===== src/rtl/ctc_pkg.sv =====
package ctc_pkg;
  localparam int unsigned BYTE_W = 8;

  typedef enum logic {
    ST_IDLE = 1'b0,
    ST_SCAN = 1'b1
  } ctc_state_e;
endpackage


===== src/rtl/ctc_lane.sv =====
module ctc_lane
  import ctc_pkg::*;
(
  input  logic              clk_i,
  input  logic              rst_ni,
  input  logic              load_i,
  input  logic [BYTE_W-1:0] guess_i,
  input  logic [BYTE_W-1:0] secret_i,
  output logic [BYTE_W-1:0] diff_o
);
  logic [BYTE_W-1:0] guess_q;
  logic [BYTE_W-1:0] secret_q;

  always_ff @(posedge clk_i or negedge rst_ni) begin
    if (!rst_ni) begin
      guess_q  <= '0;
      secret_q <= '0;
    end else if (load_i) begin
      guess_q  <= guess_i;
      secret_q <= secret_i;
    end
  end

  assign diff_o = guess_q ^ secret_q;
endmodule


===== src/rtl/ctc_seq.sv =====
module ctc_seq
  import ctc_pkg::*;
#(
  parameter int unsigned LEN   = 8,
  parameter int unsigned CNT_W = 3
) (
  input  logic             clk_i,
  input  logic             rst_ni,
  input  logic             start_i,
  output logic             accept_o,
  output logic             scan_o,
  output logic             last_o,
  output logic [CNT_W-1:0] idx_o,
  output logic             done_o
);
  localparam logic [CNT_W-1:0] LAST_IDX = CNT_W'(LEN - 1);

  ctc_state_e      state_q, state_d;
  logic [CNT_W-1:0] idx_q, idx_d;
  logic             done_q, done_d;

  assign scan_o   = (state_q == ST_SCAN);
  assign accept_o = (state_q == ST_IDLE) && start_i;
  assign last_o   = scan_o && (idx_q == LAST_IDX);
  assign idx_o    = idx_q;
  assign done_o   = done_q;

  always_comb begin
    state_d = state_q;
    idx_d   = idx_q;
    done_d  = 1'b0;
    unique case (state_q)
      ST_IDLE: begin
        if (start_i) begin
          state_d = ST_SCAN;
          idx_d   = '0;
        end
      end
      ST_SCAN: begin
        // step count is fixed; the data never steers this
        if (idx_q == LAST_IDX) begin
          state_d = ST_IDLE;
          done_d  = 1'b1;
        end else begin
          idx_d = idx_q + 1'b1;
        end
      end
      default: state_d = ST_IDLE;
    endcase
  end

  always_ff @(posedge clk_i or negedge rst_ni) begin
    if (!rst_ni) begin
      state_q <= ST_IDLE;
      idx_q   <= '0;
      done_q  <= 1'b0;
    end else begin
      state_q <= state_d;
      idx_q   <= idx_d;
      done_q  <= done_d;
    end
  end
endmodule


===== src/rtl/ctc_fold.sv =====
module ctc_fold
  import ctc_pkg::*;
(
  input  logic              clk_i,
  input  logic              rst_ni,
  input  logic              clear_i,
  input  logic              step_i,
  input  logic              last_i,
  input  logic [BYTE_W-1:0] diff_i,
  output logic              match_o
);
  logic [BYTE_W-1:0] acc_q;
  logic [BYTE_W-1:0] acc_next;
  logic              match_q;

  assign acc_next = acc_q | diff_i;

  always_ff @(posedge clk_i or negedge rst_ni) begin
    if (!rst_ni) begin
      acc_q   <= '0;
      match_q <= 1'b0;
    end else if (clear_i) begin
      acc_q   <= '0;
      match_q <= 1'b0;
    end else if (step_i) begin
      acc_q <= acc_next;
      if (last_i) match_q <= (acc_next == '0);
    end
  end

  assign match_o = match_q;
endmodule


===== src/rtl/ctc_compare.sv =====
module ctc_compare
  import ctc_pkg::*;
#(
  parameter int unsigned LEN = 8
) (
  input  logic                  clk_i,
  input  logic                  rst_ni,
  input  logic                  start_i,
  input  logic [LEN*BYTE_W-1:0] guess_i,
  input  logic [LEN*BYTE_W-1:0] secret_i,
  output logic                  busy_o,
  output logic                  done_o,
  output logic                  match_o
);
  localparam int unsigned CNT_W = (LEN > 1) ? $clog2(LEN) : 1;

  logic             accept;
  logic             scan;
  logic             last;
  logic [CNT_W-1:0] idx;
  logic [BYTE_W-1:0] diff_lane [LEN];
  logic [BYTE_W-1:0] diff_sel;

  ctc_seq #(.LEN(LEN), .CNT_W(CNT_W)) i_seq (
    .clk_i    (clk_i),
    .rst_ni   (rst_ni),
    .start_i  (start_i),
    .accept_o (accept),
    .scan_o   (scan),
    .last_o   (last),
    .idx_o    (idx),
    .done_o   (done_o)
  );

  for (genvar k = 0; k < LEN; k++) begin : g_lane
    ctc_lane i_lane (
      .clk_i    (clk_i),
      .rst_ni   (rst_ni),
      .load_i   (accept),
      .guess_i  (guess_i[k*BYTE_W +: BYTE_W]),
      .secret_i (secret_i[k*BYTE_W +: BYTE_W]),
      .diff_o   (diff_lane[k])
    );
  end

  always_comb begin
    diff_sel = '0;
    for (int k = 0; k < LEN; k++) begin
      if (idx == CNT_W'(k)) diff_sel = diff_lane[k];
    end
  end

  ctc_fold i_fold (
    .clk_i   (clk_i),
    .rst_ni  (rst_ni),
    .clear_i (accept),
    .step_i  (scan),
    .last_i  (last),
    .diff_i  (diff_sel),
    .match_o (match_o)
  );

  assign busy_o = scan;
endmodule


===== config.mk =====
export PLATFORM = sky130hd
export DESIGN_NAME = ctc_compare
export DESIGN_NICKNAME = d
export VERILOG_FILES = /design/src/rtl/ctc_pkg.sv /design/src/rtl/ctc_lane.sv /design/src/rtl/ctc_seq.sv /design/src/rtl/ctc_fold.sv /design/src/rtl/ctc_compare.sv
export SDC_FILE = /design/constraint.sdc
export NUM_CORES = 1
export LEC_CHECK = 0
export ABC_AREA = 1
export CORE_UTILIZATION = 35
export CTS_CLUSTER_SIZE = 30
export DETAILED_ROUTE_END_ITERATION = 8
export PLACE_DENSITY = 0.68
export SYNTH_ARGS = -nofsm -noshare
export SYNTH_HDL_FRONTEND = slang
export SYNTH_SLANG_ARGS = --single-unit

===== constraint.sdc =====
create_clock -name clk_i -period 2.1 [get_ports clk_i]
set_input_delay 0.315 -clock clk_i [delete_from_list [all_inputs] [get_ports clk_i]]
set_output_delay 0.315 -clock clk_i [all_outputs]
set_load 0.02 [all_outputs]

After elaboration in Yosys (flattened, before gate mapping)
Index checks and enable logic that the tools add are counted.
{"block": "totals", "ff_bits": 142, "inputBits": 131, "output_inout_bits": 3, "word_cells": 70}
{"block": "op_classes", "n_addsub": 1, "n_eq_ne": 9, "n_mux": 21, "bitwise_logic": 10, "n_reduce_logical": 8}
{"operator": "$mux 8", "n": 10}
{"operator": "$xor 8x8->8", "n": 8}
{"operator": "$eq 3x3->1 const B", "n": 4}
{"operator": "$logic_not 8->1", "n": 1}
{"operator": "$or 8x8->8", "n": 1}
{"operator": "$mux 1", "n": 7}
{"operator": "$eq 3x2->1 const B", "n": 2}
{"operator": "$mux 3", "n": 2}
{"operator": "$pmux 3 s2", "n": 1}
{"operator": "$ne 2x2->1 const B", "n": 2}
{"operator": "$reduce_and 2->1", "n": 2}
{"operator": "$reduce_bool 2->1", "n": 2}
{"operator": "$add 3x1->3 const B", "n": 1}
{"operator": "$eq 3x1->1 const B", "n": 1}
{"operator": "$logic_not 3->1", "n": 1}
{"operator": "$logic_and 1x1->1", "n": 2}
{"operator": "$pmux 1 s2", "n": 1}
{"operator": "$not 1->1", "n": 1}

Longest topological paths before layout
{"block": "logic_depth", "word_depth": 14, "depth_mapped": 17, "ltp_nobuf": 17}

Cells and area by module
From an unflattened synthesis, not the netlist that was laid out.
{"block": "unflattened", "cells_unflattened": 1049, "hier_area_um2": 7912.6}
{"mod": "ctc_lane", "n_inst": 8, "cells_per_inst": 108, "area_per_inst_um2": 834.6}
{"mod": "ctc_compare", "n_inst": 1, "cells_per_inst": 111, "area_per_inst_um2": 614.3}
{"mod": "ctc_fold", "n_inst": 1, "cells_per_inst": 48, "area_per_inst_um2": 391.6}
{"mod": "ctc_seq", "n_inst": 1, "cells_per_inst": 26, "area_per_inst_um2": 230.2}

Worst setup path before layout
Ideal clock, no wire load.
{"block": "synth_timing", "path_type": "register -> register", "start": "reg i_seq.idx_q[0], in the netlist i_seq.idx_o[0]", "end": "reg i_fold.match_q, in the netlist i_fold.match_o", "setup_ns": 0.065, "arrival_ns": 1.717, "t_required_ns": 2.035, "slack_ns": 0.317, "stages_incl_launch_ff": 13, "n_path_buf": 1, "path_cell_list": "dfrtp_1 ha_1 ha_1 inv_1 clkbuf_1 a21oi_1 o21ai_0 nand2_1 inv_1 nand3_1 nor2_1 nand2_1 nand2_1"}
{"block": "synth_via", "elab_chain_len": 14, "word_cells_on_any_way": 24, "cone_classes": "7 x eq/ne; 11 x mux; 1 x bitwise; 5 x reduce/logical"}
{"item": "from (decl)", "line": "ctc_seq.sv:19", "source": "logic [CNT_W-1:0] idx_q, idx_d;"}
{"item": "from (signal assigned)", "line": "ctc_seq.sv:59", "source": "idx_q <= idx_d;"}
{"item": "$logic_not 3->1", "line": "ctc_compare.sv:49", "source": "if (idx == CNT_W'(k)) diff_sel = diff_lane[k];"}
{"item": "$mux 8 (8 in series)", "line": "ctc_compare.sv:49"}
{"item": "$or 8x8->8", "line": "ctc_fold.sv:16", "source": "assign acc_next = acc_q | diff_i;"}
{"item": "$logic_not 8->1", "line": "ctc_fold.sv:27", "source": "if (last_i) match_q <= (acc_next == '0);"}
{"item": "$mux 1", "line": "ctc_fold.sv:27"}
{"item": "$mux 1", "line": "ctc_fold.sv:25", "source": "end else if (step_i) begin"}
{"item": "$mux 1", "line": "ctc_fold.sv:22", "source": "end else if (clear_i) begin"}
{"item": "to (signal assigned)", "line": "ctc_fold.sv:27"}
{"item": "to (decl)", "line": "ctc_fold.sv:14", "source": "logic match_q;"}
Several ways; a longest one is shown, not always the timed one. The select of a mux whose other input is x is not followed.
A chain may end at the register's enable or synchronous reset.

Worst setup path in the final report
Ends and elaborated chain as after synthesis.

==> results.yml <==
yosys:
  synth-xor-area-share: 0.03571
  synth_enable_flop_cells: 0
  syn-num-nets: 808
  synth-seq-cells: 142
  synth_fa_ha_area_frac: 0.01134
  ys_types: 20
  synth_simple_gate_area_frac: 0.1101
  synth_compound_area_frac: 0.09787
  synth_top_family_by_area: "multiplexers"
  synth_flop_cell: "dfrtp_1"
  yosysWarnings: 0
  synthArstFlopShare: 1.000
  netlist_instances: 671
  synth_area_um2: 6623
  synth-seq-area-share: 0.5366
  syn_avg_cell_area_um2: 9.870
  synthMuxAreaShare: 0.1530
worst_setup_path:
  cp_cell_sequence: "inv_2, ha_1, nand2_4, inv_2, a21oi_1, nand2_2, nand2_1, nand2_1, nand2_1, nand2_1, a21oi_2, nand2_1, nor2_1, nand2_1, nand2_1"
  r2r_end: "i_fold.match_o"
  arrival_ns: 2.34
  required_ns: 2.46
  critPathTopFamily: "simple AND/OR/NAND/NOR gates"
  r2r_slack_ns: 0.12
  endpoint_kind: "flop"
  critPathMaxFanout: 9
  crit_type: "reg -> reg"
  r2r_start: "i_seq.idx_o[0]"
  cp_num_buf_inv: 2
  r2r_cells: 15
  worstSetupStartpointType: "flop"
  cp_slowest_stage_delay_ns: 0.40
  critPathSlowestCell: "dfrtp_2"
  cpMostUsedCell: "nand2_1"
timing:
  maxClockFrequency_mhz: 504.2
  hold_viol_final: 0
  setup_viol: 0
  rsz0062_at_grt: "true"
  period_share: 0.9444
  fin_skew_ns: 0.007247
  maxSlewHeadroom: 0.6769
  max_slew.worst_pin.slew_ns: 0.4847
  min_period_ns: 1.983
  hold_slack_ns: 0.4095
  drv_slew: 0
power:
  switching_share: 0.3658
  ir_drop_mv: 0.7548
  p_seq_frac: 0.377
  pwr-share-comb: 0.409
  p_int_mw: 8.175
  clkPwrFrac: 0.213
  power_leakage_nw: 4.190
  powerDensity_nw_per_um2: 1429
  p_switching_mw: 4.715
worst_hold_path:
  hold_class: "in -> async"
placement:
  gp_congestion: 0.8689
  hpwl_um: 11400
  io_buffers: 133
cts:
  cts_buffer_depth: 2
  cts_tree: "built"
  clk_latency_ns: 0.42
  clock-root-buffer: "clkbuf_16"
  h-tree-depth: 4
  path_clk_slew_ns: 0.06
  clock-sinks: 142
  numCtsBuffers: 17
floorplan:
  io_pins: 134
  dieArea_um2: 19480
  die_x_um: 139.6
  num_rows: 49
  start_util: 0.3625
  die_y_um: 139.6
  core_area_um2: 18270
finish:
  post-route-util: 0.4936
  n_fill_cell: 1667
  final_common_cell: "dfrtp_1"
  area_delta_synth_final_pct: 36.16
  drive_gt1_frac: 0.2139
  mostFrequentLayoutCells: "141 x dfrtp_1, 132 x clkdlybuf4s50_1, 107 x nand2_1, 90 x mux2_2, 77 x a21oi_1"
  final-seq-area_um2: 3555
  n_antenna_cell: 0
  multi_input_area_um2: 2838
  nNetsFinal: 956
global_route:
  grt_max_degree: 64
  antenna_found_initial: 0
  grt_pass1_vias: 4914
  grt.total_usage: 0.1672
  grt_pass1_wl_um: 24890
  grt_overflow_total: 0
route:
  dr.pass1.iters: 4
  routed_via_density: 4.598
  vias: 4878
  drt_wl_total_um: 15440
  drc: 0
  drt_iter0_markers: 196
  ant_nets: 0
  post_drt_wl_per_cell_um: 14.55
run:
  maxCapViolCount: 0
status:
  outcome: "completed"
[power groups by stage]
stage	registers (mW)	clock network, mW	logic [mW]
floorplan	4.73	0	3.46
CTS	4.85	2.84	4.96
finish	4.86	2.75	5.28
detailed placement	4.90	0	4.92
global placement	4.85	0	4.83
global route	5.04	2.96	5.92
[repair_timing]
| item | CTS | global route |
|---|---|---|
| endpoints found under the setup margin | 1 | 9 |
| gates cloned | 0 | 0 |
| hold endpoints to repair | 47 | 0 |
| pin swaps | 0 | 10 |
| hold buffers | 1 | 0 |
| buffers inserted | 0 | 4 |
| gates resized for setup | 1 | 43 |
[sequential cells by signal, summed over array words and instances (netlist names)]
| signal | count |
|---|---|
| g_lane.i_lane.guess_q | 64 |
| g_lane.i_lane.secret_q | 64 |
| i_fold.acc_q | 8 |
| i_fold.match_o | 1 |
| i_seq.done_o | 1 |
| i_seq.idx_o | 3 |
| i_seq.scan_o | 1 |
[cell families (layout without fill, tap and decap cells)]
family | count (synthesis) | count (layout)
buffers and inverters | 91 | 252
muxes | 90 | 90
AOI/OAI and AO/OA | 127 | 127
xor gates and xnor gates | 27 | 27
DFF | 142 | 142
and+or+nand+nor | 188 | 188
adders and majority gates | 6 | 6
[worst max path at each step]
stage	start	endpoint	slack [ns]	cells past startpoint
floorplan	i_seq.idx_o[0]	i_fold.match_o	0.32	12
global placement	i_seq.idx_o[0]	i_fold.match_o	0.04	17
detailed placement	i_seq.idx_o[0]	i_fold.match_o	0.009	17
CTS	i_seq.idx_o[1]	i_fold.match_o	0.002	14
global route	i_seq.idx_o[0]	i_fold.match_o	-0.08	15
finish	i_seq.idx_o[0]	i_fold.match_o	0.12	15
[metrics by stage]
step           setup slack [ns]  instances  instance area, um^2  setup TNS [ns]  power, mW
2_1_floorplan            0.3175        671                 6623               0      8.193
3_3_place_gp            0.04072       1024                 8285               0      9.674
3_5_place_dp           0.008668       1024                 8285               0      9.822
4_1_cts                0.001956       1057                 8847               0      12.66
5_1_grt                -0.07934       1061                 9017        -0.09397      13.92
6_report                 0.1167       1061                 9017               0      12.89
[cells in the mapped netlist, types with 2 or more instances]
| cell | n | area, um^2 |
|---|---|---|
| buf_2 | 20 | 100.1 |
| xnor2_1 | 8 | 70.07 |
| xor2_1 | 19 | 166.4 |
| dfrtp_1 | 142 | 3553 |
| nand2_1 | 120 | 450.4 |
| inv_1 | 67 | 251.5 |
| ha_1 | 6 | 75.07 |
| inv_2 | 2 | 7.510 |
| a21oi_1 | 85 | 425.4 |
| o21ai_0 | 33 | 165.2 |
| o22ai_1 | 8 | 50.05 |
| mux2_2 | 90 | 1013 |
| nor2_1 | 56 | 210.2 |
| nand3_1 | 9 | 45.04 |
[per-layer routing]
| layer | global-route usage | share of wire | wire length (um) | vias up |
|---|---|---|---|---|
| li1 | - | - | - | 2493 |
| met1 | 0.2246 | 0.48 | 7353 | 2264 |
| met2 | 0.2645 | 0.47 | 7273 | 108 |
| met3 | 0.04336 | 0.041 | 636 | 13 |
| met4 | 0.05205 | 0.012 | 179 | 0 |
| met5 | 0 | 0 | 0 | - |
[layout make-up]
type / instances / share of cell area
Clock buffer: 21 / 0.05106
Multi-Input combinational cell: 438 / 0.3147
Inverter: 70 / 0.02914
Timing Repair Buffer: 150 / 0.1696
Sequential cell: 142 / 0.3942
Clock inverter: 11 / 0.009574
Tap cell: 229 / 0.03177
(Power assumes the default switching activity.)
